### src/rtl/bhm_pkg.sv
package bhm_pkg;
  typedef enum logic {
    CHK_PWRUP    = 1'b0,
    CHK_PERIODIC = 1'b1
  } chk_kind_e;

  typedef struct packed {
    logic busy;
    logic near_eol;
    logic data_suspect;
  } bhm_status_t;
endpackage

### src/rtl/bhm_power_detect.sv
module bhm_power_detect (
  input  logic clk_i,
  input  logic rst_ni,
  input  logic supply_ok_i,
  output logic pwr_up_o
);
  logic supply_q;

  always_ff @(posedge clk_i or negedge rst_ni) begin
    if (!rst_ni) supply_q <= 1'b0;
    else         supply_q <= supply_ok_i;
  end

  assign pwr_up_o = supply_ok_i & ~supply_q;
endmodule

### src/rtl/bhm_interval_timer.sv
module bhm_interval_timer #(
  parameter int unsigned INTERVAL_TICKS = 86400
) (
  input  logic clk_i,
  input  logic rst_ni,
  input  logic tick_i,
  input  logic supply_ok_i,
  input  logic pwr_up_i,
  output logic periodic_o
);
  localparam int unsigned CNT_W = (INTERVAL_TICKS > 1) ? $clog2(INTERVAL_TICKS) : 1;
  localparam logic [CNT_W-1:0] LAST = CNT_W'(INTERVAL_TICKS - 1);

  logic [CNT_W-1:0] cnt_q;
  logic             expire;

  assign expire     = tick_i & (cnt_q == LAST);
  assign periodic_o = supply_ok_i & ~pwr_up_i & expire;

  always_ff @(posedge clk_i or negedge rst_ni) begin
    if (!rst_ni)                   cnt_q <= '0;
    else if (pwr_up_i || !supply_ok_i) cnt_q <= '0;
    else if (expire)               cnt_q <= '0;
    else if (tick_i)               cnt_q <= cnt_q + 1'b1;
  end
endmodule

### src/rtl/bhm_check_seq.sv
module bhm_check_seq
  import bhm_pkg::*;
#(
  parameter int unsigned SETTLE_TICKS = 4
) (
  input  logic      clk_i,
  input  logic      rst_ni,
  input  logic      tick_i,
  input  logic      supply_ok_i,
  input  logic      pwr_up_i,
  input  logic      periodic_i,
  output logic      busy_o,
  output logic      done_o,
  output chk_kind_e kind_o
);
  logic busy_q;
  logic last_tick;

  // settle counter only exists when the window spans more than one tick
  generate
    if (SETTLE_TICKS > 1) begin : g_settle_cnt
      localparam int unsigned SW = $clog2(SETTLE_TICKS);
      localparam logic [SW-1:0] SLAST = SW'(SETTLE_TICKS - 1);
      logic [SW-1:0] cnt_q;
      assign last_tick = (cnt_q == SLAST);
      always_ff @(posedge clk_i or negedge rst_ni) begin
        if (!rst_ni)                             cnt_q <= '0;
        else if (!supply_ok_i || pwr_up_i)       cnt_q <= '0;
        else if (periodic_i && !busy_q)          cnt_q <= '0;
        else if (busy_q && tick_i && !last_tick) cnt_q <= cnt_q + 1'b1;
      end
    end else begin : g_settle_one
      assign last_tick = 1'b1;
    end
  endgenerate

  assign done_o = busy_q & tick_i & supply_ok_i & last_tick & ~pwr_up_i;
  assign busy_o = busy_q;

  always_ff @(posedge clk_i or negedge rst_ni) begin
    if (!rst_ni) begin
      busy_q <= 1'b0;
      kind_o <= CHK_PWRUP;
    end else if (!supply_ok_i) begin
      busy_q <= 1'b0;                 // abort, result untouched
    end else if (pwr_up_i) begin
      busy_q <= 1'b1;
      kind_o <= CHK_PWRUP;
    end else if (periodic_i && !busy_q) begin
      busy_q <= 1'b1;
      kind_o <= CHK_PERIODIC;
    end else if (done_o) begin
      busy_q <= 1'b0;
    end
  end
endmodule

### src/rtl/batt_health_mon.sv
module batt_health_mon
  import bhm_pkg::*;
#(
  parameter int unsigned INTERVAL_TICKS = 86400,
  parameter int unsigned SETTLE_TICKS   = 4
) (
  input  logic       clk_i,
  input  logic       rst_ni,
  input  logic       tick_i,
  input  logic       supply_ok_i,
  input  logic       batt_below_i,
  output logic       batt_low_o,
  output logic [2:0] status_o
);
  logic        pwr_up;
  logic        periodic;
  logic        busy;
  logic        done;
  chk_kind_e   kind;
  logic        low_q, suspect_q, eol_q;
  bhm_status_t st;

  bhm_power_detect u_pwr (
    .clk_i      (clk_i),
    .rst_ni     (rst_ni),
    .supply_ok_i(supply_ok_i),
    .pwr_up_o   (pwr_up)
  );

  bhm_interval_timer #(.INTERVAL_TICKS(INTERVAL_TICKS)) u_timer (
    .clk_i      (clk_i),
    .rst_ni     (rst_ni),
    .tick_i     (tick_i),
    .supply_ok_i(supply_ok_i),
    .pwr_up_i   (pwr_up),
    .periodic_o (periodic)
  );

  bhm_check_seq #(.SETTLE_TICKS(SETTLE_TICKS)) u_seq (
    .clk_i      (clk_i),
    .rst_ni     (rst_ni),
    .tick_i     (tick_i),
    .supply_ok_i(supply_ok_i),
    .pwr_up_i   (pwr_up),
    .periodic_i (periodic),
    .busy_o     (busy),
    .done_o     (done),
    .kind_o     (kind)
  );

  always_ff @(posedge clk_i or negedge rst_ni) begin
    if (!rst_ni) begin
      low_q     <= 1'b0;
      suspect_q <= 1'b0;
      eol_q     <= 1'b0;
    end else if (done) begin
      low_q     <= batt_below_i;
      suspect_q <= batt_below_i & (kind == CHK_PWRUP);
      eol_q     <= batt_below_i & (kind == CHK_PERIODIC);
    end
  end

  always_comb begin
    st.busy         = busy;
    st.near_eol     = eol_q;
    st.data_suspect = suspect_q;
  end

  assign batt_low_o = low_q;
  assign status_o   = st;
endmodule

### config.mk
export PLATFORM = sky130hd
export DESIGN_NAME = batt_health_mon
export DESIGN_NICKNAME = d
export VERILOG_FILES = /design/src/rtl/bhm_pkg.sv /design/src/rtl/bhm_power_detect.sv /design/src/rtl/bhm_interval_timer.sv /design/src/rtl/bhm_check_seq.sv /design/src/rtl/batt_health_mon.sv
export SDC_FILE = /design/constraint.sdc
export NUM_CORES = 1
export LEC_CHECK = 0
export BUFFER_PORTS_ARGS = -buffer_cell sky130_fd_sc_hd__clkbuf_2
export CORE_MARGIN = 8
export CORE_UTILIZATION = 55
export CTS_BUF_LIST = sky130_fd_sc_hd__clkbuf_16
export CTS_CLUSTER_SIZE = 14
export DETAILED_ROUTE_END_ITERATION = 10
export GPL_ROUTABILITY_DRIVEN = 0
export GPL_TIMING_DRIVEN = 1
export PLACE_DENSITY = 0.74
export SLEW_MARGIN = 20
export SYNTH_ARGS = -nofsm -noshare
export SYNTH_HDL_FRONTEND = slang
export SYNTH_SLANG_ARGS = --single-unit
### constraint.sdc
create_clock -name clk_i -period 4.9 [get_ports clk_i]
set_input_delay 1.225 -clock clk_i [delete_from_list [all_inputs] [get_ports clk_i]]
set_output_delay 1.225 -clock clk_i [all_outputs]
set_load 0.01 [all_outputs]
==> metrics, run 1 <==
post-DR vias/cell 5.913; most frequent cells in the layout dfrtp_1 (25), nor2_1 (18), nand3_1 (11), nand2_1 (11), clkbuf_2 (8); Hold WC Path Type reg2reg; Cells after DPL 169; Worst Skew 0.003902 ns; CTS clock-pin slew for the worst setup and hold paths 0.06 ns; vias in the first global route 1,004; fraction of layout cells with a size suffix above 1 9.655%; Die ar. 4202 um^2; largest net degree at the start of global routing 26; mapped cell area 1311 um^2; Slew @ Worst Pin 0.6142 ns; sequential element share of the synthesized area 47.71%; ANT cells 0; Congestion Overflow GR 0; Die X 64.83 um; ys async rst share 100.0%; Yosys reg bits 25; global-route wire length before repair 4547 um; Worst setup EP type flop; Data arrival, critical path 2.42 ns; commonest non-fill, non-tap cell in the layout dfrtp_1; Starting Density 58.71%; Startpoint Class input port; Post-CTS Resized 0; 1st-pass router iterations 4; setup TNS 0 ns; H-tree depth 1; Design Area, Final 1438 um^2; CP max FO 17; gr usage total 13.46%; Final Hold Fails 0; WP data required 5.05 ns; via count 1,023; # rows 17; Max Freq 0.4393 GHz; Mapped Cells 138; drc violations 0; Slew Viols, Final 0; Tmin final 2.276 ns; Slew HR 59.06%; period utilization 46.46%; WS Path Type in2reg; Syn Nets 145; CTS sink cnt 25; met2 WL 1262 um; cell area power density 282.0 nW/um^2; fin nets 153; worst-case vdd ir drop 182.5 uV; initial antenna violation count 0; M1 wire length 1232 um; Mean Syn Cell Area 9.502 um^2; routed len/inst 15.20 um; RSZ-0062 raised after global routing no; CTS tree yes; CTS Buffer Depth 2; setup violators final 0; clock latency on the worst-skew pair 0.26 ns; placed instance area 1359 um^2; Die Y 64.83 um; post-synth cell types 33; Initial DRC Count 39; Top Metal Used met4; final wirelength 2629 um; # port buffers 8; Inserted Clock Buffers 3; Most used DFF post-synth dfrtp_1; clock root buffer clkbuf_16; Non-Filler Instances 173; number of I/O pins 9; ANT nets after route 0; core area 2233 um^2; met3 wire len 94 um; Post-synth EDFFs 0; Detailed Place HPWL 1886 um; P_leak 0.6176 nW; Syn-to-layout area delta 9.637%; Ys Warns 0; hold_buf cts 0; Post-CTS Setup Bufs 0; status complete, no violations; MaxCap Viol Count 0
==> critical path: stages <==
cell and delay [ns]:
clkbuf_2 0.27, and3b_1 0.24, nor3_1 0.25, and4_1 0.25, xnor2_1 0.12, nor2_1 0.06
==> sequential cells by signal, summed over array words and instances, names as in the netlist <==
| register | flops |
|---|---|
| u_seq.g_settle_cnt.cnt_q | 2 |
| suspect_q | 1 |
| u_timer.cnt_q | 17 |
| u_seq.busy_o | 1 |
| u_pwr.supply_q | 1 |
| batt_low_o | 1 |
| u_seq.kind_o | 1 |
| eol_q | 1 |
==> Yosys cell counts, types with 2 or more instances <==
| library cell | instances | area (um^2) |
|---|---|---|
| nand2_1 | 11 | 41.29 |
| buf_4 | 3 | 22.52 |
| o22ai_1 | 2 | 12.51 |
| xnor2_1 | 6 | 52.55 |
| inv_1 | 3 | 11.26 |
| and4_1 | 2 | 17.52 |
| ha_1 | 2 | 25.02 |
| a21oi_1 | 4 | 20.02 |
| xor2_1 | 7 | 61.31 |
| dfrtp_1 | 25 | 625.6 |
| nand3_1 | 11 | 55.05 |
| nor3_1 | 5 | 25.02 |
| nor4_1 | 2 | 12.51 |
| o21ai_0 | 5 | 25.02 |
| nand4_1 | 7 | 43.79 |
| nand3b_1 | 4 | 30.03 |
| clkbuf_1 | 2 | 7.510 |
| or4b_1 | 2 | 20.02 |
| nor2_1 | 18 | 67.56 |
| nand2b_1 | 4 | 25.02 |
==> kinds of logic (layout without fill, tap and decap cells) <==
logic type | Yosys count | after routing | share of synthesized area, %
compound gates | 15 | 15 | 6.966
xor+xnor | 13 | 13 | 8.683
fa+ha+maj | 2 | 2 | 1.908
buf+inv | 9 | 16 | 3.530
flops | 25 | 25 | 47.71
mux | 2 | 2 | 1.622
simple gates | 72 | 72 | 29.58
==> cell type report <==
class | count | area, um^2
sequential | 25 | 625.6
multi-input combinational | 104 | 639.4
clock buffer | 3 | 75.07
fill | 179 | 795.8
tap | 28 | 35.03
clock inverter | 1 | 3.754
inverter | 3 | 11.26
timing repair buffer | 9 | 47.55
==> report_power, final <==
group | total [mW] | internal, mW | switching [mW]
clock network | 0.176 | 0.109 | 0.0672
registers | 0.211 | 0.208 | 0.00235
logic | 0.0186 | 0.00543 | 0.0131
==> stage by stage <==
step                      hold slack [ns]  total power [mW]  util [%]  worst slack, ns
after floorplan                    0.4656            0.2241         -            2.578
after global placement             0.4818            0.2324     60.84            2.453
after detailed placement           0.4950            0.2330     60.84            2.363
after CTS                          0.5087            0.4097     64.37            2.636
after global routing               0.5455            0.4199     64.37            2.479
final                              0.5010            0.4053     64.37            2.624
==> routing by layer <==
metal	vias up	GRT usage (%)
met5	-	0
met4	0	6.812
met3	4	2.405
met2	22	21.49
met1	495	17.06
li1	502	-
==> worst paths after layout <==
| check | from | to | slack (ns) | cells past startpoint |
|---|---|---|---|---|
| setup / recovery | tick_i | u_timer.cnt_q[9] | 2.62 | 6 |
| hold / removal | suspect_q | suspect_q | 0.50 | 2 |
| setup reg to reg | u_timer.cnt_q[6] | u_timer.cnt_q[16] | 3.08 | 4 |
| hold reg to reg | suspect_q | suspect_q | 0.50 | 2 |
| max in group asynchronous | rst_ni | u_pwr.supply_q | 3.52 | 1 |
| min in group asynchronous | rst_ni | u_timer.cnt_q[5] | 0.97 | 1 |
(Power assumes the default switching activity.)
==> run 2: changes to the inputs <==
- clock period: 4.9 -> 2.2 ns (I/O delays scaled with it)
==> run 2 against run 1 <==
Combinational power increased by 140%. Non-clock buffer count increased by 2. Flip-flop and latch count unchanged. Clock skew down 0.0026 ns. Via count grew 2.8%. Total power up 120%. Worst hold slack got worse by 0.20 ns. Clock-buffer cell count stayed put. Sequential share of layout area is 0.45 points lower. Sequential power is 120% higher. Critical path type is now reg2reg. Critical endpoint is now u_timer.cnt_q[14]. Largest power group unchanged.
==> metrics, run 2 (synthesized netlist as in run 1, its figures left out) <==
Slew Viols, Final 0 (unchanged); Tmin final 1.828 ns; Bufs and invs on worst path 1 (unchanged); Post-CTS Resized 0 (unchanged); Startpoint Class flop; Worst path slowest cell dfrtp_1; 1st-pass router iterations 4 (unchanged); Inserted Clock Buffers 3 (unchanged); Hold WC Path Type in2async; Biggest register u_timer.cnt_q; WP data required 2.34 ns (-2.71 ns); commonest non-fill, non-tap cell in the layout dfrtp_1; CTS tree yes; setup violators final 0 (unchanged); # rows 17 (unchanged); ANT cells 0 (unchanged); Die ar. 4202 um^2 (unchanged); Initial DRC Count 45 (+15%); routed len/inst 16.25 um (+6.9%); Final Hold Fails 0 (unchanged); number of I/O pins 9 (unchanged); MaxCap Viol Count 0 (unchanged); Slew HR 57.96% (-1.1 points); CP max FO 9 (-8); max reg flops 17 (unchanged); largest registers u_timer.cnt_q (17), u_seq.g_settle_cnt.cnt_q (2); global-route wire length before repair 5175 um (+14%); fin nets 155 (+1.3%); Die Y 64.83 um (unchanged); most frequent cells in the layout dfrtp_1 (25), nor2_1 (18), nand3_1 (11), nand2_1 (11), clkbuf_2 (8); CTS sink cnt 25 (unchanged); Syn-to-layout area delta 10.78%; setup TNS 0 ns (unchanged); WS Path Type reg2reg; WHS 0.3039 ns (-0.1970 ns); Fillers 184 (+2.8%); Data arrival, critical path 1.97 ns (-0.45 ns); Detailed Place HPWL 1971 um (+4.5%); Crit path largest cell delay 0.43 ns (+0.16 ns); status complete, no violations; cell area power density 619.4 nW/um^2 (+120%); H-tree depth 1 (unchanged); RSZ-0062 raised after global routing no; Max Freq 0.5470 GHz; Worst setup EP type flop; clock latency on the worst-skew pair 0.25 ns (about the same); Worst Skew 0.001271 ns (-0.002631 ns); P_leak 0.6265 nW (+1.5%); # port buffers 8 (unchanged); CTS clock-pin slew for the worst setup and hold paths 0.06 ns (about the same); ANT nets after route 0 (unchanged); initial antenna violation count 0 (unchanged); fraction of layout cells with a size suffix above 1 10.88% (+1.2 points); pre-CTS setup slack 0.3486 ns (-2.015 ns); core area 2233 um^2 (unchanged); Worst Setup Slack, final 0.3719 ns (-2.252 ns); Die X 64.83 um (unchanged); drc violations 0 (unchanged); via count 1,052 (+2.8%); gr usage total 15.07% (+1.6 points); hold_buf cts 0 (unchanged); clock root buffer clkbuf_16; post-DR vias/cell 6.011 (+1.7%); final wirelength 2844 um (+8.2%); cell family with most CP delay simple AND/OR/NAND/NOR gates; Final Util 65.04% (+0.67 points); largest net degree at the start of global routing 26 (unchanged); Congestion Overflow GR 0 (unchanged); crit-path cells nor4b_1 > nand4_1 > o21ai_0 > buf_4 > a21oi_1 > a21o_1; CTS Buffer Depth 2 (unchanged); Starting Density 58.71% (unchanged); Post-CTS Setup Bufs 0 (unchanged); Slew @ Worst Pin 0.6306 ns (+0.01642 ns); period utilization 83.09%; worst-case vdd ir drop 551.2 uV (+200%); vias in the first global route 1,068 (+6.4%)
-- run 2: cell types whose count changed in the layout (fill, tap and decap cells not counted), sizes merged --
cell  previous run  this run
buf              1         3
-- run 2: path summary, 6_finish.rpt --
check,from,end,slack (ns),cells after the start
max,u_timer.cnt_q[11],u_timer.cnt_q[14],0.37,6
min in group clk_i,batt_low_o,batt_low_o,0.51,1
min,rst_ni,u_timer.cnt_q[11],0.30,1
min reg2reg,batt_low_o,batt_low_o,0.51,1
max reg2reg,u_timer.cnt_q[11],u_timer.cnt_q[14],0.37,6
max in group asynchronous,rst_ni,u_timer.cnt_q[13],1.48,1
-- run 2: layer usage --
| layer | GRT usage [%] | vias to the layer above | routed length (um) |
|---|---|---|---|
| met5 | 0 | - | 0 |
| met4 | 3.815 | 0 | 31 |
| met3 | 3.952 | 6 | 137 |
| met2 | 24.47 | 26 | 1400 |
| met1 | 19.46 | 515 | 1275 |
| li1 | - | 505 | - |
-- run 2: area by class of cell --
| cell class | count | area (um^2) | share of cell area, % |
|---|---|---|---|
| multi-input combinational | 104 | 639.4 | 44.01 |
| sequential | 25 | 625.6 | 43.07 |
| clock buffer | 3 | 75.07 | 5.168 |
| timing repair buffer | 11 | 62.56 | 4.307 |
| tap | 28 | 35.03 | 2.412 |
| inverter | 3 | 11.26 | 0.7752 |
| clock inverter | 1 | 3.754 | 0.2584 |
-- run 2: worst register-to-register path, delay by kind of cell, from the launching register on --
| family | cells | cell delay [ns] |
|---|---|---|
| buffers and inverters | 1 | 0.21 |
| AO/OA/AOI/OAI | 3 | 0.50 |
| flip-flops | 1 | 0.43 |
| AND/OR/NAND/NOR | 2 | 0.58 |
-- run 2: per-stage QoR --
step / power, mW / instances / instance area, um^2
final: 0.8998 / 175 / 1453
after global routing: 0.9301 / 175 / 1453
after CTS: 0.9107 / 175 / 1453
after detailed placement: 0.5220 / 171 / 1374
after global placement: 0.5205 / 171 / 1374
after floorplan: 0.4991 / 138 / 1311
-- run 2: where the power goes --
group          internal, mW  switching, mW  leakage (nW)
logic                0.0144         0.0304         0.239
clock network         0.242          0.143        0.0423
registers             0.464        0.00572         0.345
